--- config.mk ---
export PLATFORM = sky130hd
export DESIGN_NAME = precomp_gt
export DESIGN_NICKNAME = d
export VERILOG_FILES = /design/src/rtl/cmp_pkg.sv /design/src/rtl/pc_enable_gen.sv /design/src/rtl/pc_operand_regs.sv /design/src/rtl/pc_low_compare.sv /design/src/rtl/precomp_gt.sv
export SDC_FILE = /design/constraint.sdc
export NUM_CORES = 1
export LEC_CHECK = 0
export BUFFER_PORTS_ARGS = -buffer_cell sky130_fd_sc_hd__buf_4
export CAP_MARGIN = 30
export CORE_ASPECT_RATIO = 2
export CORE_MARGIN = 4
export CORE_UTILIZATION = 47
export DETAILED_ROUTE_END_ITERATION = 6
export PLACE_DENSITY = 0.74
export SYNTH_ARGS = -nofsm -noshare
export SYNTH_HDL_FRONTEND = slang
export SYNTH_SLANG_ARGS = --single-unit
--- constraint.sdc ---
create_clock -name clk -period 1.6 [get_ports clk]
set_input_delay 0.16 -clock clk [delete_from_list [all_inputs] [get_ports clk]]
set_output_delay 0.16 -clock clk [all_outputs]
set_load 0.02 [all_outputs]
--- src/rtl/cmp_pkg.sv ---
package cmp_pkg;

    localparam int DEF_WIDTH = 8;
    localparam int DEF_CNT_W = 16;

    // Which comparator path settles the result this cycle.
    typedef enum logic {
        DECIDE_MSB = 1'b0,
        DECIDE_LOW = 1'b1
    } decide_e;

    // Captured top bits of both operands.
    typedef struct packed {
        logic a;
        logic b;
    } msb_pair_t;

    // Greater-than from a single pair of top bits.
    function automatic logic msb_gt(input msb_pair_t p);
        return p.a & ~p.b;
    endfunction

    // Top bits disagree: the early path decides.
    function automatic decide_e pick_path(input msb_pair_t p);
        return (p.a ^ p.b) ? DECIDE_MSB : DECIDE_LOW;
    endfunction

endpackage

--- src/rtl/pc_enable_gen.sv ---
module pc_enable_gen (
    input  logic msb_a,
    input  logic msb_b,
    output logic load_en
);
    // Lower bits are only needed when the top bits tie.
    always_comb begin
        load_en = ~(msb_a ^ msb_b);
    end
endmodule

--- src/rtl/pc_operand_regs.sv ---
module pc_operand_regs #(
    parameter int WIDTH = cmp_pkg::DEF_WIDTH
) (
    input  logic                  clk,
    input  logic                  rst,
    input  logic                  load_en,
    input  logic [WIDTH-1:0]      a_in,
    input  logic [WIDTH-1:0]      b_in,
    output cmp_pkg::msb_pair_t    msb_q,
    output logic [WIDTH-2:0]      low_a_q,
    output logic [WIDTH-2:0]      low_b_q
);
    localparam int MSB   = WIDTH - 1;
    localparam int LOW_W = WIDTH - 1;

    // Top bits: loaded every cycle.
    always_ff @(posedge clk) begin
        if (rst) begin
            msb_q <= '0;
        end else begin
            msb_q.a <= a_in[MSB];
            msb_q.b <= b_in[MSB];
        end
    end

    // Lower bits: loaded only under the precomputed enable.
    always_ff @(posedge clk) begin
        if (rst) begin
            low_a_q <= '0;
            low_b_q <= '0;
        end else if (load_en) begin
            low_a_q <= a_in[LOW_W-1:0];
            low_b_q <= b_in[LOW_W-1:0];
        end
    end
endmodule

--- src/rtl/pc_low_compare.sv ---
module pc_low_compare #(
    parameter int W = cmp_pkg::DEF_WIDTH - 1
) (
    input  logic [W-1:0] a,
    input  logic [W-1:0] b,
    output logic         gt
);
    // Ripple from the least significant bit upward; a higher bit overrides.
    logic [W:0] chain;
    assign chain[0] = 1'b0;

    for (genvar i = 0; i < W; i++) begin : g_bit
        assign chain[i+1] = (a[i] & ~b[i]) | (~(a[i] ^ b[i]) & chain[i]);
    end

    assign gt = chain[W];
endmodule

--- src/rtl/precomp_gt.sv ---
module precomp_gt #(
    parameter int WIDTH = cmp_pkg::DEF_WIDTH,
    parameter int CNT_W = cmp_pkg::DEF_CNT_W
) (
    input  logic             clk,
    input  logic             rst,
    input  logic [WIDTH-1:0] a_in,
    input  logic [WIDTH-1:0] b_in,
    output logic             a_gt_b,
    output logic [CNT_W-1:0] skip_count
);
    import cmp_pkg::*;

    localparam int MSB   = WIDTH - 1;
    localparam int LOW_W = WIDTH - 1;

    logic              load_en;
    msb_pair_t         msb_q;
    logic              msb_a_q;
    logic              msb_b_q;
    logic [LOW_W-1:0]  low_a_q;
    logic [LOW_W-1:0]  low_b_q;
    logic              low_gt;
    decide_e           path;
    logic              f_next;

    pc_enable_gen u_en (
        .msb_a   (a_in[MSB]),
        .msb_b   (b_in[MSB]),
        .load_en (load_en)
    );

    pc_operand_regs #(.WIDTH(WIDTH)) u_regs (
        .clk     (clk),
        .rst     (rst),
        .load_en (load_en),
        .a_in    (a_in),
        .b_in    (b_in),
        .msb_q   (msb_q),
        .low_a_q (low_a_q),
        .low_b_q (low_b_q)
    );

    pc_low_compare #(.W(LOW_W)) u_low (
        .a  (low_a_q),
        .b  (low_b_q),
        .gt (low_gt)
    );

    assign msb_a_q = msb_q.a;
    assign msb_b_q = msb_q.b;

    always_comb begin
        path = pick_path(msb_q);
        unique case (path)
            DECIDE_MSB: f_next = msb_gt(msb_q);
            DECIDE_LOW: f_next = low_gt;
            default:    f_next = 1'b0;
        endcase
    end

    always_ff @(posedge clk) begin
        if (rst) begin
            a_gt_b <= 1'b0;
        end else begin
            a_gt_b <= f_next;
        end
    end

    // Activity monitor: cycles whose lower-bit load was skipped.
    always_ff @(posedge clk) begin
        if (rst) begin
            skip_count <= '0;
        end else if (!load_en) begin
            skip_count <= skip_count + 1'b1;
        end
    end
endmodule

==> summary by stage, run 1 <==
GRT
The global-route usage over all layers is 0.189. Entering global routing, the biggest net connects 35 pins. The number of global-route vias before repair is 1408. The first global-routing pass estimated 5730 microns of wire. The initial antenna violation count is 0. For this run the aggregate overflow at the end of global routing stands at 0.

STA
The worst max-slew margin expressed relative to the limit is 0.779. The final period demand of the worst path is 1590 ps. The final critical-path share of the clock period is 0.995. The number of max-slew violations in the final report is 0. The number of setup violations in the final report is 0.

Setup repair after global routing could not meet its margin everywhere. The count of final hold-check violations is 0. The final setup skew is 6.80 ps. The worst setup margin is about 8.1 ps. The highest clock frequency the design can meet is 628 MHz. For the pin with the worst max-slew slack, the measured transition is 332 ps.

Power
Of the total power, combinational logic draws 0.128. Of the total power, registers draw 0.520. Of the total power, the share spent switching nets is 0.259. The cell area power density is slightly below 900 nW/um^2. For this design the total switching power over the nets is 0.439 mW. Across the VDD grid, the largest voltage drop is 0.632 mV. Of the total power, the clock network draws 0.352. Summed over all cells, the static leakage comes to approximately 0.80 nW. The internal power summed over all cells is 1.26 mW.

Hold path
The number of cells traversed by the worst hold path is 3. The capture endpoint of the worst hold path is u_regs.low_a_q[1]. In this run the most critical hold path is launched from a_in[1]. The worst hold path belongs to the class primary input to register.

Layout
After the last flow step, the layout net total stands at around 250. Excluding fillers, the count of instances in the completed layout stands at 251. The most common cell after layout, fill and taps aside is buf_4.

The area growth from synthesis to final layout is 33.9%. The share of layout cells above drive strength 1 is 0.317. Leaving out fill and tap cells, the most frequent cells in the layout are 46 x buf_4, 39 x nand2_1, 24 x dfxtp_1.

The number of antenna diodes in the final layout is 0. After routing the design area is 1920 sq um. Counting the fill cells in the layout gives 275.

Synth
The synthesized net count is 201. The count of state elements after synthesis is 33. The netlist uses 27 different library cells. A synthesized cell averages ~8.2 sq um. The netlist area before placement is 1440 sq um. Synthesis produced a netlist whose cell count is 175. Yosys printed 0 warnings. The library cell with the largest summed area after synthesis is dfxtp_1. The register area share after synthesis is 0.460. The share of synthesized area in the top cell type comes to 0.460.

In the post-synthesis netlist, the biggest area contributors are dfxtp_1 46%, nand2_1 10%, a21oi_1 8.0%, ha_1 7.0%, xor2_1 4.3%.

Floorplanning
The number of standard-cell rows in the floorplan is 28. For this design the top-level I/O count stands at 35. The vertical die dimension is 86.2 microns. The horizontal die dimension is 47.1 microns. The area of the die is 4060 sq um. After floorplanning, the core was sized to cover 2940 sq um. The effective utilization at floorplan is 0.489.

Clock tree
The number of sinks on the clock net is 33. Counting the buffers created by CTS gives 5. The number of levels in the clock H-tree is 2.

Clock tree synthesis selected as its root buffer the cell clkbuf_8. The later pin in the worst-skew pair is clocked with a latency of approximately 280 ps. After clock tree synthesis, the clock-pin slew on the worst setup and hold paths is around 70 ps. The TritonCTS clock tree is done. Counting along the longest clock path gives a buffer depth of 2.

Setup path
Data arrives at the worst endpoint at 1810 ps. The required time reported for the critical path endpoint is 1820 ps. The worst register-to-register path ends at skip_count[14]. The slack of the worst reg-to-reg path is between 8 and 9 ps. The endpoint type of the worst setup path is a register.

The origin of the worst setup path is skip_count[0]. The worst reg-to-reg path cell count is 5. The highest fanout seen on the critical path is 5.

The startpoint of the lowest-slack register-to-register path is skip_count[0]. The type of the worst setup path is register to register. The startpoint type of the worst setup path is a register.

Run status
The flow ran to the end, and the final reports show no timing, DRC or antenna violations.

Placement
In this run the cell area measured after placement is 1810 sq um. At the end of routability-driven placement, the weighted congestion stood at roughly 0.79. The port buffer count is 34. The setup slack at placement is 9.97 ps. The wire-length estimate of the detail-placed layout is 2420 microns. Once placement completed, the tool counted placed cells totaling 242.

Routing
The number of DRC violations after detailed routing is 0. The number of search-and-repair iterations in the first detailed-routing pass is 4. The final routed wire length divided by cell count is around 13 microns.

For this block, the initial DRC count from the detailed router was 25. The total wire length after detailed routing is 3230 microns. Using the TritonRoute via totals, the vias-per-cell ratio works out to ~5.2. The routed metal-1 wire length is 1180 microns. The remaining antenna violation count is 0.

The detailed-route via count is 1314. The met3 routed wirelength is 147 microns. The top metal layer carrying routed signals is met4. The met2 wirelength from detailed routing is 1810 microns.

Run
Across the run, the number of max-cap violations was 0.
[worst max-delay path by stage]
stage                     end  cells past startpoint
4_1_cts        skip_count[14]                      5
2_1_floorplan  skip_count[14]                      5
5_1_grt        skip_count[15]                      4
6_report       skip_count[14]                      5
3_5_place_dp   skip_count[15]                      4
3_3_place_gp   skip_count[15]                      4
[synthesized netlist by cell type]
master and instances:
a211oi_1 1, a21boi_0 1, a21oi_1 23, and2_1 1
and3_1 1, and4_1 2, buf_2 1, clkbuf_1 7
dfxtp_1 33, ha_1 8, inv_1 8, mux2_1 1
nand2_1 39, nand3_1 4, nand4_1 3, nand4b_1 1
nor2_1 11, nor2b_1 3, nor3_1 1, nor4_1 2
o211ai_1 1, o21ai_0 5, o31ai_1 2, or3_1 5
or4_1 2, xnor2_1 2, xor2_1 7
[state kept, by name, indices dropped and copies added, names as in the netlist]
| register | count |
|---|---|
| a_gt_b | 1 |
| u_regs.low_a_q | 7 |
| u_regs.msb_q | 2 |
| u_regs.low_b_q | 7 |
| skip_count | 16 |
[metrics by stage]
stage	hold WS [ps]	utilization	total power, mW	TNS (ps)
CTS	117	0.648	1.72	0
global route	115	0.654	1.79	-142
global placement	408	0.616	1.11	0
finish	126	0.654	1.69	0
floorplan	288	-	1.03	0
detailed placement	413	0.616	1.12	0
[worst max-delay path: stages (launching register included)]
cell and delay [ps]:
dfxtp_4 370, ha_2 180, and4_4 230, nand2_1 70, or4_1 540, a21oi_2 150
[per-layer routing]
layer	vias to the layer above	global-route usage
met5	-	0
met3	9	0.0395
li1	680	-
met4	0	0.101
met2	28	0.336
met1	597	0.192
[final cells by class]
cell class	count	area, sq um	share of cell area
Multi-Input combinational cell	126	743	0.386
Sequential cell	33	682	0.354
Timing Repair Buffer	46	345	0.179
Clock buffer	5	68.8	0.0358
Tap cell	30	37.5	0.0195
Inverter	8	30.0	0.0156
Clock inverter	3	17.5	0.00910
[what timing repair did]
item | in CTS | in global routing
resized for setup | 0 | 6
cloned | 0 | 0
setup buffers | 1 | 0
pin swaps | 1 | 3
endpoints found under the setup margin | 1 | 4
hold buffers | 0 | 0
[logic make-up (layout without fill, tap and decap cells)]
kind of cell             Yosys count  after routing  share of synthesized area
AND/OR/NAND/NOR                   75             75                      0.242
AO/OA/AOI/OAI                     33             33                      0.124
flip-flops                        33             33                      0.460
buffers and inverters             16             62                     0.0426
XOR/XNOR                           9              9                     0.0548
adder cells (fa/ha/maj)            8              8                     0.0696
multiplexers                       1              1                    0.00783
[power by group through the flow]
stage	registers [mW]	clock network [mW]	logic, mW
2_1_floorplan	0.908	0	0.122
3_3_place_gp	0.898	0	0.211
3_5_place_dp	0.902	0	0.217
4_1_cts	0.883	0.617	0.219
5_1_grt	0.886	0.658	0.250
6_report	0.881	0.597	0.217
Note: power is estimated with default switching activity, not from simulation.
==> run 2, diff against run 1 <==
--- a/config.mk
+++ b/config.mk
@@ -5,6 +5,7 @@
 export SDC_FILE = /design/constraint.sdc
 export NUM_CORES = 1
 export LEC_CHECK = 0
+export ABC_CLOCK_PERIOD_IN_PS = 1600
 export BUFFER_PORTS_ARGS = -buffer_cell sky130_fd_sc_hd__buf_4
 export CAP_MARGIN = 30
 export CORE_ASPECT_RATIO = 2
@@ -12,6 +13,7 @@
 export CORE_UTILIZATION = 47
 export DETAILED_ROUTE_END_ITERATION = 6
 export PLACE_DENSITY = 0.74
+export REMOVE_ABC_BUFFERS = 1
 export SYNTH_ARGS = -nofsm -noshare
 export SYNTH_HDL_FRONTEND = slang
 export SYNTH_SLANG_ARGS = --single-unit
==> run 2 against run 1 <==
Net effect: the run now ends with negative setup slack left; design area grew 7.6%; global-route usage grew 1.5 points; combinational power grew 8%; total power grew 14%; worst setup slack lost 38 ps; register-to-register slack lost 40 ps; sequential cell count is the same; core utilization grew 5.0 points; largest cell class unchanged.
==> summary by stage, run 2 (synthesized netlist as in run 1, its figures left out) <==
Run status
The run finished, with violations left. The checks that failed: negative setup slack.

GRT
The number of global-route vias before repair came to 1425. Across every metal layer, demand over resource in global routing totals 0.204. The first global-routing pass estimated 5980 microns of wire. The overflow left after global routing is 0.

The initial antenna violation count is 0. The maximum number of pins on one net before global-route repair is 35.

Floorplanning
The vertical die dimension is 86.2 microns. The floorplan step set the die width to about 47 microns. For this design the top-level I/O count stands at 35.

The core region is 2940 sq um. The floorplan step defined a die boundary enclosing 4060 sq um. The number of standard-cell rows in the floorplan is 28. For this configuration, the core starts out at a cell density of 0.489.

Routing
Once detail routing completed, the nets flagged for antenna violations numbered 0. The number of DRC markers in iteration 0 is 18. The number of DRC violations after detailed routing is 0. After detailed routing, the average wire length per cell comes to 14.7 microns.

The number of search-and-repair iterations in the first detailed-routing pass is 4. The detailed-route via count is 1438. In the routed layout, each cell is associated on average with a via count of 5.53. The routed design has 3830 microns of wire.

Layout
Of the cells placed in the final design, the portion with a size suffix greater than 1 is 0.365. The number of nets in the layout is between 200 and 300. The flip-flop count of the largest register, all copies and words added is 16. In the layout the commonest cells are 54 x buf_4, 38 x nand2_1, 24 x dfxtp_1. In the final layout, the registers with the most flip-flops are skip_count: 16 flops, u_regs.low_a_q: 7 flops, u_regs.low_b_q: 7 flops. The area growth from synthesis to final layout is 44.0%. The antenna diode instance count is 0. Leaving out fill and tap cells, the most frequent cell in the layout is buf_4.

At the end of the flow the core is filled with cells to 0.704. The register with the most flip-flops in the final layout is skip_count.

Placement
The setup slack at placement is -77.4 ps. The weighted congestion reported at the end of routability-driven placement is 0.835. During placement, the flow inserted port buffers numbering 34. The post-detailed-placement half-perimeter wirelength is 2550 microns.

STA
Setup repair after global routing could not meet its margin everywhere. Headroom to the max-slew limit came out at 0.757. The final setup skew is roughly 7.5 ps. Of the available clock period, the critical path in the final layout requires 1.02.

The count of final hold-check violations is 0. The number of setup violations in the final report is 1. The worst setup margin is -29.7 ps. The pin slew with the least headroom to its limit is roughly 360 ps. The highest clock frequency the design can meet is 614 MHz. The final period demand of the worst path is between 1500 and 2000 ps.

The number of max-slew violations in the final report was 0.

Clock tree
The post-CTS clock slew at the launch and capture registers of the worst setup and hold paths is 70 ps. The tree is rooted in a clkbuf_8. The clock latency at the later pin of the worst-skew pair is 290 ps. TritonCTS built the clock tree. The maximum buffer depth of the clock tree is 2. The number of levels in the clock H-tree is 2. The number of sinks on the clock net is 33. In this run, CTS created clock tree buffers numbering 5.

Setup path
The worst setup path is launched from a register. The highest fanout seen on the critical path is 6. The slack of the worst reg-to-reg path is -30 ps.

The worst flop-to-flop path endpoint is skip_count[15]. The critical path goes through and4_4, nand4_1, nor4_2, mux2_1. The required time reported for the critical path endpoint is 1780 ps. STA puts the critical path data arrival time at about 1800 ps. The worst setup path is captured at a register.

The worst register-to-register path has a depth of 4. The worst stage delay on the critical path is between 300 and 400 ps. The master of the slowest instance on the critical path is nor4_2. The critical path is of the register to register type. The startpoint of the lowest-slack register-to-register path is skip_count[8].

Power
The highest ir drop seen on vdd is 0.914 mV. Dividing total power by cell area gives a power density of 933 nW/um^2. The sum of internal, switching and leakage power is a little under 2 mW.

In this run the static leakage power is 0.887 nW.

Hold path
Counting instances, the worst hold path has a depth of 3. In this run the most critical hold path is launched from b_in[6]. For hold timing, the worst endpoint is u_regs.low_b_q[6]. The class of the tightest hold or removal check is primary input to register.

Run
Across the run, the number of max-cap violations was 0.
## run 2: cell types whose count changed in the layout (fill, tap and decap cells not counted), sizes merged
cell / previous run / this run
clkinv: 2 / 0
clkbuf: 5 / 7
bufinv: 0 / 1
clkinvlp: 1 / 0
buf: 46 / 55
## run 2: how the worst max path moves through the flow
stage                  start        endpoint  slack [ps]
2_1_floorplan        b_in[7]  skip_count[14]        -310
3_3_place_gp   skip_count[1]  skip_count[13]          -1
3_5_place_dp   skip_count[7]  skip_count[15]         -80
4_1_cts        skip_count[1]  skip_count[13]         0.7
5_1_grt        skip_count[6]  skip_count[15]         -70
6_report       skip_count[8]  skip_count[15]         -30
## run 2: worst max-delay path: cells and delay by family (launching register included)
| kind | cells | cell delay (ps) |
|---|---|---|
| DFF | 1 | 320 |
| and+or+nand+nor | 3 | 850 |
| muxes | 1 | 340 |
## run 2: power breakdown
part	leakage, nW	switching [mW]	internal (mW)
clock	0.0585	0.306	0.508
combinational	0.554	0.127	0.108
sequential	0.275	0.0253	0.858
## run 2: repair_timing
item                       in CTS  in global routing
hold buffers                    0                  0
setup endpoints to repair       3                  4
setup buffers                   2                  5
pin swaps                       1                  9
resized for setup               7                 23
## run 2: layout make-up
cell class	instances	area [sq um]
Fill cell	225	872
Multi-Input combinational cell	126	788
Sequential cell	33	682
Timing Repair Buffer	55	417
Clock buffer	7	86.3
Tap cell	30	37.5
Clock inverter	1	30.0
Inverter	8	30.0
## run 2: per-stage QoR
step                hold WS, ps  std cells  cell area, sq um  setup TNS, ps
floorplan                   229        167              1410           -741
global placement            404        245              1800          -1.25
detailed placement          415        245              1800           -133
CTS                         110        255              1960              0
global route                110        260              2070           -130
finish                      112        260              2070          -29.7
## run 2: per-layer routing
metal	global-route usage	wire [microns]	part of all wire
met1	0.205	1380	0.36
met2	0.341	2050	0.54
met5	0	0	0
met3	0.0541	239	0.062
met4	0.141	155	0.040
